**config.mk**
```make
export PLATFORM = sky130hd
export DESIGN_NAME = fpStackRenamer
export DESIGN_NICKNAME = d
export VERILOG_FILES = /design/src/rtl/fpsr_pkg.sv /design/src/rtl/fpsrControl.sv /design/src/rtl/fpsrDatapath.sv /design/src/rtl/fpStackRenamer.sv
export SDC_FILE = /design/constraint.sdc
export NUM_CORES = 1
export LEC_CHECK = 0
export BUFFER_PORTS_ARGS = -buffer_cell sky130_fd_sc_hd__clkbuf_2
export CAP_MARGIN = 15
export CORE_MARGIN = 5
export CORE_UTILIZATION = 41
export DETAILED_ROUTE_END_ITERATION = 8
export GPL_ROUTABILITY_DRIVEN = 1
export PLACE_DENSITY = 0.71
export SETUP_SLACK_MARGIN = 0.3
export SYNTH_ARGS = -nofsm -noshare
export SYNTH_HDL_FRONTEND = slang
export SYNTH_SLANG_ARGS = --single-unit
```
**constraint.sdc**
```tcl
create_clock -name clk -period 5.25 [get_ports clk]
set_clock_uncertainty 0.1 [all_clocks]
set_input_delay 1.575 -clock clk [delete_from_list [all_inputs] [get_ports clk]]
set_output_delay 1.575 -clock clk [all_outputs]
set_load 0.05 [all_outputs]
```
**src/rtl/fpsr_pkg.sv**
```systemverilog
package fpsr_pkg;
  // Strobes from control to datapath, one per state change.
  typedef struct packed {
    logic doPush;
    logic doPop;
    logic doWrite;
    logic doXch;
  } fpsrStrobes_t;
endpackage

```
**src/rtl/fpsrControl.sv**
```systemverilog
module fpsrControl
  import fpsr_pkg::*;
(
  input  logic         insValid,
  input  logic         insPush,
  input  logic         insPop,
  input  logic         insWrite,
  input  logic         xchValid,
  input  logic         tagTop,
  input  logic         tagIdx,
  input  logic         tagNew,
  input  logic         tagXch,
  output fpsrStrobes_t strobes,
  output logic         ovfl,
  output logic         unfl
);
  logic pushReq, useReq, insUnfl, xchAllowed, xchUnfl;

  always_comb begin
    pushReq    = insValid && insPush;
    useReq     = insValid && !insPush;
    // Every operation pairs the top with one relative slot.
    insUnfl    = useReq && !(tagTop && tagIdx);
    // Exchange only coexists with instructions that keep the top in place.
    xchAllowed = xchValid && !(insValid && (insPush || insPop));
    xchUnfl    = xchAllowed && !(tagTop && tagXch);

    ovfl = pushReq && tagNew;
    unfl = insUnfl || xchUnfl;

    strobes.doPush  = pushReq && !tagNew;
    strobes.doPop   = useReq && insPop && !insUnfl;
    strobes.doWrite = useReq && insWrite && !insUnfl;
    strobes.doXch   = xchAllowed && !xchUnfl;
  end
endmodule

```
**src/rtl/fpsrDatapath.sv**
```systemverilog
module fpsrDatapath
  import fpsr_pkg::*;
#(
  parameter int DEPTH = 8,
  parameter int IW    = $clog2(DEPTH)
) (
  input  logic          clk,
  input  logic          rstN,
  input  fpsrStrobes_t  strobes,
  input  logic [IW-1:0] insIdx,
  input  logic [IW-1:0] xchIdx,
  output logic [IW-1:0] physTop,
  output logic [IW-1:0] physIdx,
  output logic [IW-1:0] physXch,
  output logic [IW-1:0] wrPhys,
  output logic          wrEn,
  output logic          tagTop,
  output logic          tagIdx,
  output logic          tagNew,
  output logic          tagXch
);
  logic [IW-1:0]    topPtr;
  logic [IW-1:0]    renameMap [DEPTH];
  logic [DEPTH-1:0] slotTag;
  logic [IW-1:0]    slotIdx, slotNew, slotXch, physNew;

  always_comb begin
    // IW-bit sums wrap modulo DEPTH.
    slotIdx = topPtr + insIdx;
    slotXch = topPtr + xchIdx;
    slotNew = topPtr - IW'(1);
    physTop = renameMap[topPtr];
    physIdx = renameMap[slotIdx];
    physXch = renameMap[slotXch];
    physNew = renameMap[slotNew];
    tagTop  = slotTag[topPtr];
    tagIdx  = slotTag[slotIdx];
    tagXch  = slotTag[slotXch];
    tagNew  = slotTag[slotNew];
    wrEn    = strobes.doPush || strobes.doWrite;
    wrPhys  = strobes.doPush ? physNew : physIdx;
  end

  always_ff @(posedge clk) begin
    if (!rstN) begin
      topPtr  <= '0;
      slotTag <= '0;
      for (int k = 0; k < DEPTH; k++) renameMap[k] <= IW'(k);
    end else begin
      if (strobes.doXch) begin
        renameMap[topPtr]  <= renameMap[slotXch];
        renameMap[slotXch] <= renameMap[topPtr];
      end
      if (strobes.doPush) begin
        slotTag[slotNew] <= 1'b1;
        topPtr           <= slotNew;
      end else if (strobes.doPop) begin
        slotTag[topPtr] <= 1'b0;
        topPtr          <= topPtr + IW'(1);
      end
    end
  end
endmodule

```
**src/rtl/fpStackRenamer.sv**
```systemverilog
module fpStackRenamer
  import fpsr_pkg::*;
#(
  parameter  int DEPTH = 8,
  localparam int IW    = $clog2(DEPTH)
) (
  input  logic          clk,
  input  logic          rstN,
  input  logic          insValid,
  input  logic          insPush,
  input  logic          insPop,
  input  logic          insWrite,
  input  logic [IW-1:0] insIdx,
  input  logic          xchValid,
  input  logic [IW-1:0] xchIdx,
  output logic [IW-1:0] rdPhysTop,
  output logic [IW-1:0] rdPhysIdx,
  output logic          wrEn,
  output logic [IW-1:0] wrPhys,
  output logic          ovfl,
  output logic          unfl
);
  fpsrStrobes_t  strobes;
  logic          tagTop, tagIdx, tagNew, tagXch;
  logic [IW-1:0] xchPhys;

  fpsrControl u_ctrl (
    .insValid(insValid), .insPush(insPush), .insPop(insPop),
    .insWrite(insWrite), .xchValid(xchValid),
    .tagTop(tagTop), .tagIdx(tagIdx), .tagNew(tagNew), .tagXch(tagXch),
    .strobes(strobes), .ovfl(ovfl), .unfl(unfl)
  );

  fpsrDatapath #(.DEPTH(DEPTH), .IW(IW)) u_dp (
    .clk(clk), .rstN(rstN), .strobes(strobes),
    .insIdx(insIdx), .xchIdx(xchIdx),
    .physTop(rdPhysTop), .physIdx(rdPhysIdx), .physXch(xchPhys),
    .wrPhys(wrPhys), .wrEn(wrEn),
    .tagTop(tagTop), .tagIdx(tagIdx), .tagNew(tagNew), .tagXch(tagXch)
  );
endmodule

```
# Word level (Yosys, flattened, before mapping)
# Memories as Yosys holds them, arrays and structs flattened. A register that Yosys moved wholly into a read port is not among the register bits.
# Cells that the tools add are included.
# word_totals
input_bits	13
n_memories	1
ramBits	24
ff_bits	11
out_inout_bits	12
elab_cells	75
# mem_list
memory	words	word_bits	rd	rd_ports_with_merged_regs	write_ports	line_no	source
u_dp.renameMap	8	3	4	1	8	fpsrDatapath.sv:23	logic [IW-1:0] renameMap [DEPTH];
# op_classes
addsub	4
bitwise	3
order_cmp	6
muxes	29
reduce_logical	30
# ops
op	count
3-bit 2-to-1 mux	9
1-bit logical AND	17
3-bit by 4-bit < comparator with 1-bit output (second input constant)	4
8-bit 2-to-1 mux	2
1-bit binary-select mux with 3-bit select	4
1-bit 2-to-1 mux	12
8-bit bitwise AND	1
8-bit inverter	1
8-bit bitwise OR	1
1-bit logical NOT	7
3-bit adder	2
1-bit demux with 3-bit select	2
3-bit by 1-bit greater-or-equal comparator with 1-bit output (second input constant)	2
3-bit OR reduction	2
3-bit by 1-bit adder with 3-bit output (second input constant)	1
1-bit logical OR	3
3-bit by 1-bit subtractor with 3-bit output (second input constant)	1
2-bit nonzero test	1

# Longest topological paths before layout
# logic_depth
depth_word	13
ltp_mapped	13
mapped_depth_nobuf	9

# Modules after synthesis
# From an unflattened synthesis, not the netlist that was laid out.
# hier_totals
hier_cells	278
hier_area_um2	2992.9
# by_module_without_submodules
mod	seq_area_each_um2	cells_per_inst	area_per_inst_um2	instances
fpsrDatapath	1001.0	266	2919.0	1
fpsrControl	0.0	12	73.8	1

# Least setup slack after synthesis
# No wires, ideal clock.
# synth_path
path_type	input port to output port
start	in insIdx[0]
end	out unfl
path_stages	8
required_ns	3.575
t_arrival_ns	4.357
path_buffers	1
path_slack_ns	-0.782
path_cell_list	ha_1 -> inv_1 -> fa_1 -> buf_2 -> mux4_2 -> mux2i_1 -> nor2_1 -> o21ai_0
# synth_via
elab_chain_cells	7
# synth_rtl
item	line_no	source
start, declared	fpStackRenamer.sv:13	input logic [IW-1:0] insIdx,
3-bit adder	fpsrDatapath.sv:29	slotIdx = topPtr + insIdx;
1-bit binary-select mux with 3-bit select	fpsrDatapath.sv:37	tagIdx = slotTag[slotIdx];
1-bit 2-to-1 mux (not written as such)	fpsrDatapath.sv:37	
1-bit logical AND	fpsrControl.sv:23	insUnfl = useReq && !(tagTop && tagIdx);
1-bit logical NOT	fpsrControl.sv:23	
1-bit logical AND	fpsrControl.sv:23	
1-bit logical OR	fpsrControl.sv:29	unfl = insUnfl || xchUnfl;
end, declared	fpStackRenamer.sv:21	output logic unfl
# No other way between the ends. The select of a mux whose other input is x is not followed.

# Worst setup path in the final report
# layout_path
start	in insIdx[0]
end	out wrPhys[2]
# layout_via
elab_chain_cells	3
# layout_rtl
item	line_no	source
3-bit adder	fpsrDatapath.sv:29	
memory read 8 x 3 bit	n/a	
3-bit 2-to-1 mux	fpsrDatapath.sv:41	wrPhys = strobes.doPush ? physNew : physIdx;
end, declared	fpStackRenamer.sv:19	output logic [IW-1:0] wrPhys,
# No other way between the ends.

==> reports/results.txt <==
The flow ran to the end, but the final reports show violations. The checks that failed: setup timing. After layout, the minimum clock period comes to 5571 ps. Cell accounting for the most synthesized area: sky130_fd_sc_hd__edfxtp_1.

In this run the power density over the cells is 760.6 nW/um^2. Post-layout total power: 3.023 mW. The worst setup path is of the in2out kind. The worst setup path is launched from an input port. STA classifies the critical path endpoint as an output port.

In this run the clock root is driven by a sky130_fd_sc_hd__clkbuf_8. The vias per cell works out to 6.478. The run gives 0.148 as the part of the power in registers. The standard cell with the maximum stage delay on the critical path was sky130_fd_sc_hd__mux4_2. In this run the critical register-to-register path is launched from u_dp.topPtr[1]$_SDFFE_PN0N_.

Yosys attributes the largest share of cell area to sky130_fd_sc_hd__edfxtp_1, sky130_fd_sc_hd__mux4_2, sky130_fd_sc_hd__dfxtp_1. The required time reported for the critical path endpoint is 3580 ps. The portion of total power attributed to combinational logic is 0.771. The tools report the worst relative slew slack as 0.4966. The wire-length estimate of the detail-placed layout is 6948 um. Along the worst path, the maximum fanout reaches 5. Initial core utilization: 0.4268.

The number of nets handed over by synthesis was 356. The library cell with the highest instance count after synthesis is sky130_fd_sc_hd__nand2_1. The floorplan step defined a core boundary enclosing 7807 sq um. The number of synthesized flops with an enable pin is 24, and the final design utilization is 0.5090.

For this run, the number of Yosys warnings is 0. Setup repair after global routing could not meet its margin everywhere. By count the netlist is led by sky130_fd_sc_hd__nand2_1, sky130_fd_sc_hd__nor2_1, sky130_fd_sc_hd__edfxtp_1, sky130_fd_sc_hd__mux4_2, sky130_fd_sc_hd__o21ai_0. Excluding fillers, the count of instances in the completed layout stands at 467. The total clock buffers created by CTS is 5. The run gives 38 as the CTS sink count.

After synthesis, the mean cell area works out to 9.887 sq um. The tools report the number of antenna violations at the first check in global routing as 0. The logs give 0 for the number of max-cap violations and 1.326 nW for the leakage power.

The clock latency at the later pin of the worst-skew pair was 290 ps; the count of cells along the worst hold path was 2. In this design, the stage delay of the slowest critical-path cell is 470 ps. The worst path setup slack after routing is -320.9 ps. TritonCTS built the clock tree. Including well taps, the total number of placed cells is 454. The synthesized netlist contains 57 unique library cells. The post-synthesis async set-or-reset flop share was 0.

In this run the deepest clock path goes through 2 buffers. The start point of the worst hold path is u_dp.slotTag[1]$_SDFFE_PN0N_. The logs give 3025 for the via total after detailed routing and 3332 sq um for the total standard cell area after synthesis. After clock tree synthesis, the clock-pin slew on the worst setup and hold paths is 80 ps. The internal power of the cells totals 1.532 mW.

The logs give 0.8838 for the placer's final routability congestion estimate and 5 for the length of the first detailed-routing pass in iterations. The tightest hold path in the finished design has a slack of 543.3 ps. The logs give 25 for the top-level I/O count and 0.0003521 V for the largest voltage drop on the vdd net.

For the total global routing track utilization, the log shows 0.1879. The die is 100.2 um tall. The overall die width is 100.2 um. The number of pins with negative max-slew slack in the final report came out at 0.

Prior to clock tree synthesis, the placed netlist has a worst setup slack of -414.1 ps. The tools report the endpoint of the most critical register-to-register path as u_dp.topPtr[2]$_SDFFE_PN0N_. Summing all flip-flop and latch instances after layout gives 1001 sq um. The power share of the clock group was 0.081.

For this design the total switching power over the nets is 1.491 mW. The net count of the finished layout is 383. The share of the synthesized area in the top cell type was 0.2163. The part of the Yosys area used for sequential elements was 0.3004; the layout-stage area growth over the synthesis result was 19.26%. The run gives 337 as the cell count after synthesis.

The share of cells above drive strength 1 is 0.2904. Row generation in the floorplan step produced 32 rows. The logs give 0 for the final antenna diode count and 3900 ps for the worst endpoint data arrival time.

The run gives 0 as the overall overflow remaining after global route. Walking the worst path, the cells encountered are buf_8, ha_4, inv_2, fa_2, xor2_4, xnor2_4, buf_6, mux4_2, mux2_4, o21a_4, buf_12. The via count of the first global-routing pass came out at 2794.

In this run the number of H-tree levels came out at 2. The primary flip-flop cell chosen by synthesis mapping is sky130_fd_sc_hd__edfxtp_1. Wires add up to 9472 um. The worst-case register-to-register setup slack is 1570 ps.

The critical path contains buffers and inverters numbering 4 combined. The share of the clock period used by the worst path came out at 1.061. Slew at the pin with the worst max-slew slack: 751.9 ps. For the maximum number of pins on one net before global-route repair, the log shows 26.

The switching part of the total was 0.4932. The worst hold path terminates at u_dp.slotTag[1]$_SDFFE_PN0N_. The run gives 10030 sq um as the area enclosed by the die boundary.

For this block, the initial DRC count from the detailed router was 321. Port buffering added 24 buffers. Type of the worst min-delay path: reg2reg. The fill cell instance count of the final layout came out at 689. The hold violation total from the final report was 0; the logic depth of the worst register-to-register path was 11. In the routed design, unresolved DRC markers number 0. The run gives 179.5 MHz as the timing-limited maximum frequency.

In this run the remaining antenna-violating nets after routing total 0. On the critical path the largest part of the delay comes from multiplexers. The first global-routing pass estimated 14840 um of wire. After detailed routing, the average wire length per cell comes to 20.28 um.

Total setup violations reported at the end of the flow: 7. In the final layout, the multi-input gates occupy 2280 sq um. Counting flops and latches in the post-synthesis netlist gives 38.
## sequential cells by signal, indices dropped and copies added, names as in the netlist, named ones only
register,count
u_dp.renameMap,24
u_dp.topPtr,3
u_dp.slotTag,8
## cell type report
class                      count  area share
inverter                      10    0.009446
clock buffer                   7     0.01921
clock inverter                 1    0.007557
multi-input combinational    262      0.5737
sequential                    38      0.2519
tap                          102     0.03212
timing repair buffer          47      0.1061
## routing by layer
layer  up-vias  routed length, um  global-route usage
met5         -                  0                   0
met4         0                339             0.06943
met3        35                783             0.02224
met2       183               4484              0.3022
met1      1447               3865              0.2607
li1       1360                  -                   -
## per-stage QoR
step | TNS [ps] | area (sq um)
after floorplan | -572.7 | 3413
after global placement | -1768 | 3689
after detailed placement | -1927 | 3689
after CTS | -1282 | 3935
after global routing | -1987 | 3974
final | -1321 | 3974
## placed cells by master, fill, tap and decap left out, types with 6 or more instances in the layout
cell	netlist	layout
sky130_fd_sc_hd__a22oi_1	10	10
sky130_fd_sc_hd__o22ai_1	7	7
sky130_fd_sc_hd__inv_1	9	8
sky130_fd_sc_hd__nor3b_1	7	7
sky130_fd_sc_hd__nor3_1	15	15
sky130_fd_sc_hd__nor2_1	29	28
sky130_fd_sc_hd__o21ai_0	17	16
sky130_fd_sc_hd__dfxtp_1	14	14
sky130_fd_sc_hd__mux2_2	10	6
sky130_fd_sc_hd__nand3_1	9	9
sky130_fd_sc_hd__a21oi_1	16	15
sky130_fd_sc_hd__mux4_2	21	22
sky130_fd_sc_hd__edfxtp_1	24	24
sky130_fd_sc_hd__clkbuf_2	1	15
sky130_fd_sc_hd__buf_4	1	20
sky130_fd_sc_hd__nand2_1	33	33
sky130_fd_sc_hd__mux2i_1	14	12
sky130_fd_sc_hd__clkbuf_8	0	7
## power by group through the flow
| stage | Clock [mW] | Combinational, mW | Sequential, mW |
|---|---|---|---|
| after floorplan | 0 | 1.66 | 0.391 |
| after global placement | 0 | 2.07 | 0.449 |
| after detailed placement | 0 | 2.09 | 0.451 |
| after CTS | 0.247 | 2.26 | 0.444 |
| after global routing | 0.260 | 2.47 | 0.453 |
| final | 0.246 | 2.33 | 0.447 |
## worst register-to-register path, delay by kind of cell (launching register included)
family / cells / cell delay (ps)
simple gates: 2 / 1030
fa+ha+maj: 1 / 450
flops: 1 / 550
mux: 1 / 200
xor+xnor: 2 / 350
buf+inv: 4 / 710
compound gates: 1 / 170
## worst max path at each step
stage / from / endpoint / slack (ps) / cells past startpoint
after CTS: insIdx[0] / wrPhys[2] / -360 / 11
after detailed placement: insIdx[0] / wrPhys[2] / -410 / 11
after global routing: insIdx[0] / wrPhys[2] / -410 / 11
after global placement: insIdx[0] / wrPhys[2] / -400 / 11
final: insIdx[0] / wrPhys[2] / -320 / 11
after floorplan: insIdx[0] / wrPhys[1] / -260 / 8
## what timing repair did
action                                  4_1_cts  5_1_grt
resized for setup                            23        7
pin swaps                                     1        2
hold buffers                                  0        0
endpoints found under the setup margin        8        8
setup buffers                                 2        3
## logic make-up after synthesis
group                    synth area share
AO/OA/AOI/OAI                      0.1652
XOR/XNOR                          0.02028
adder cells (fa/ha/maj)           0.02704
buffers and inverters             0.05332
flip-flops                         0.3004
multiplexers                       0.2493
AND/OR/NAND/NOR                    0.1844
Note: power is estimated with default switching activity, not from simulation.
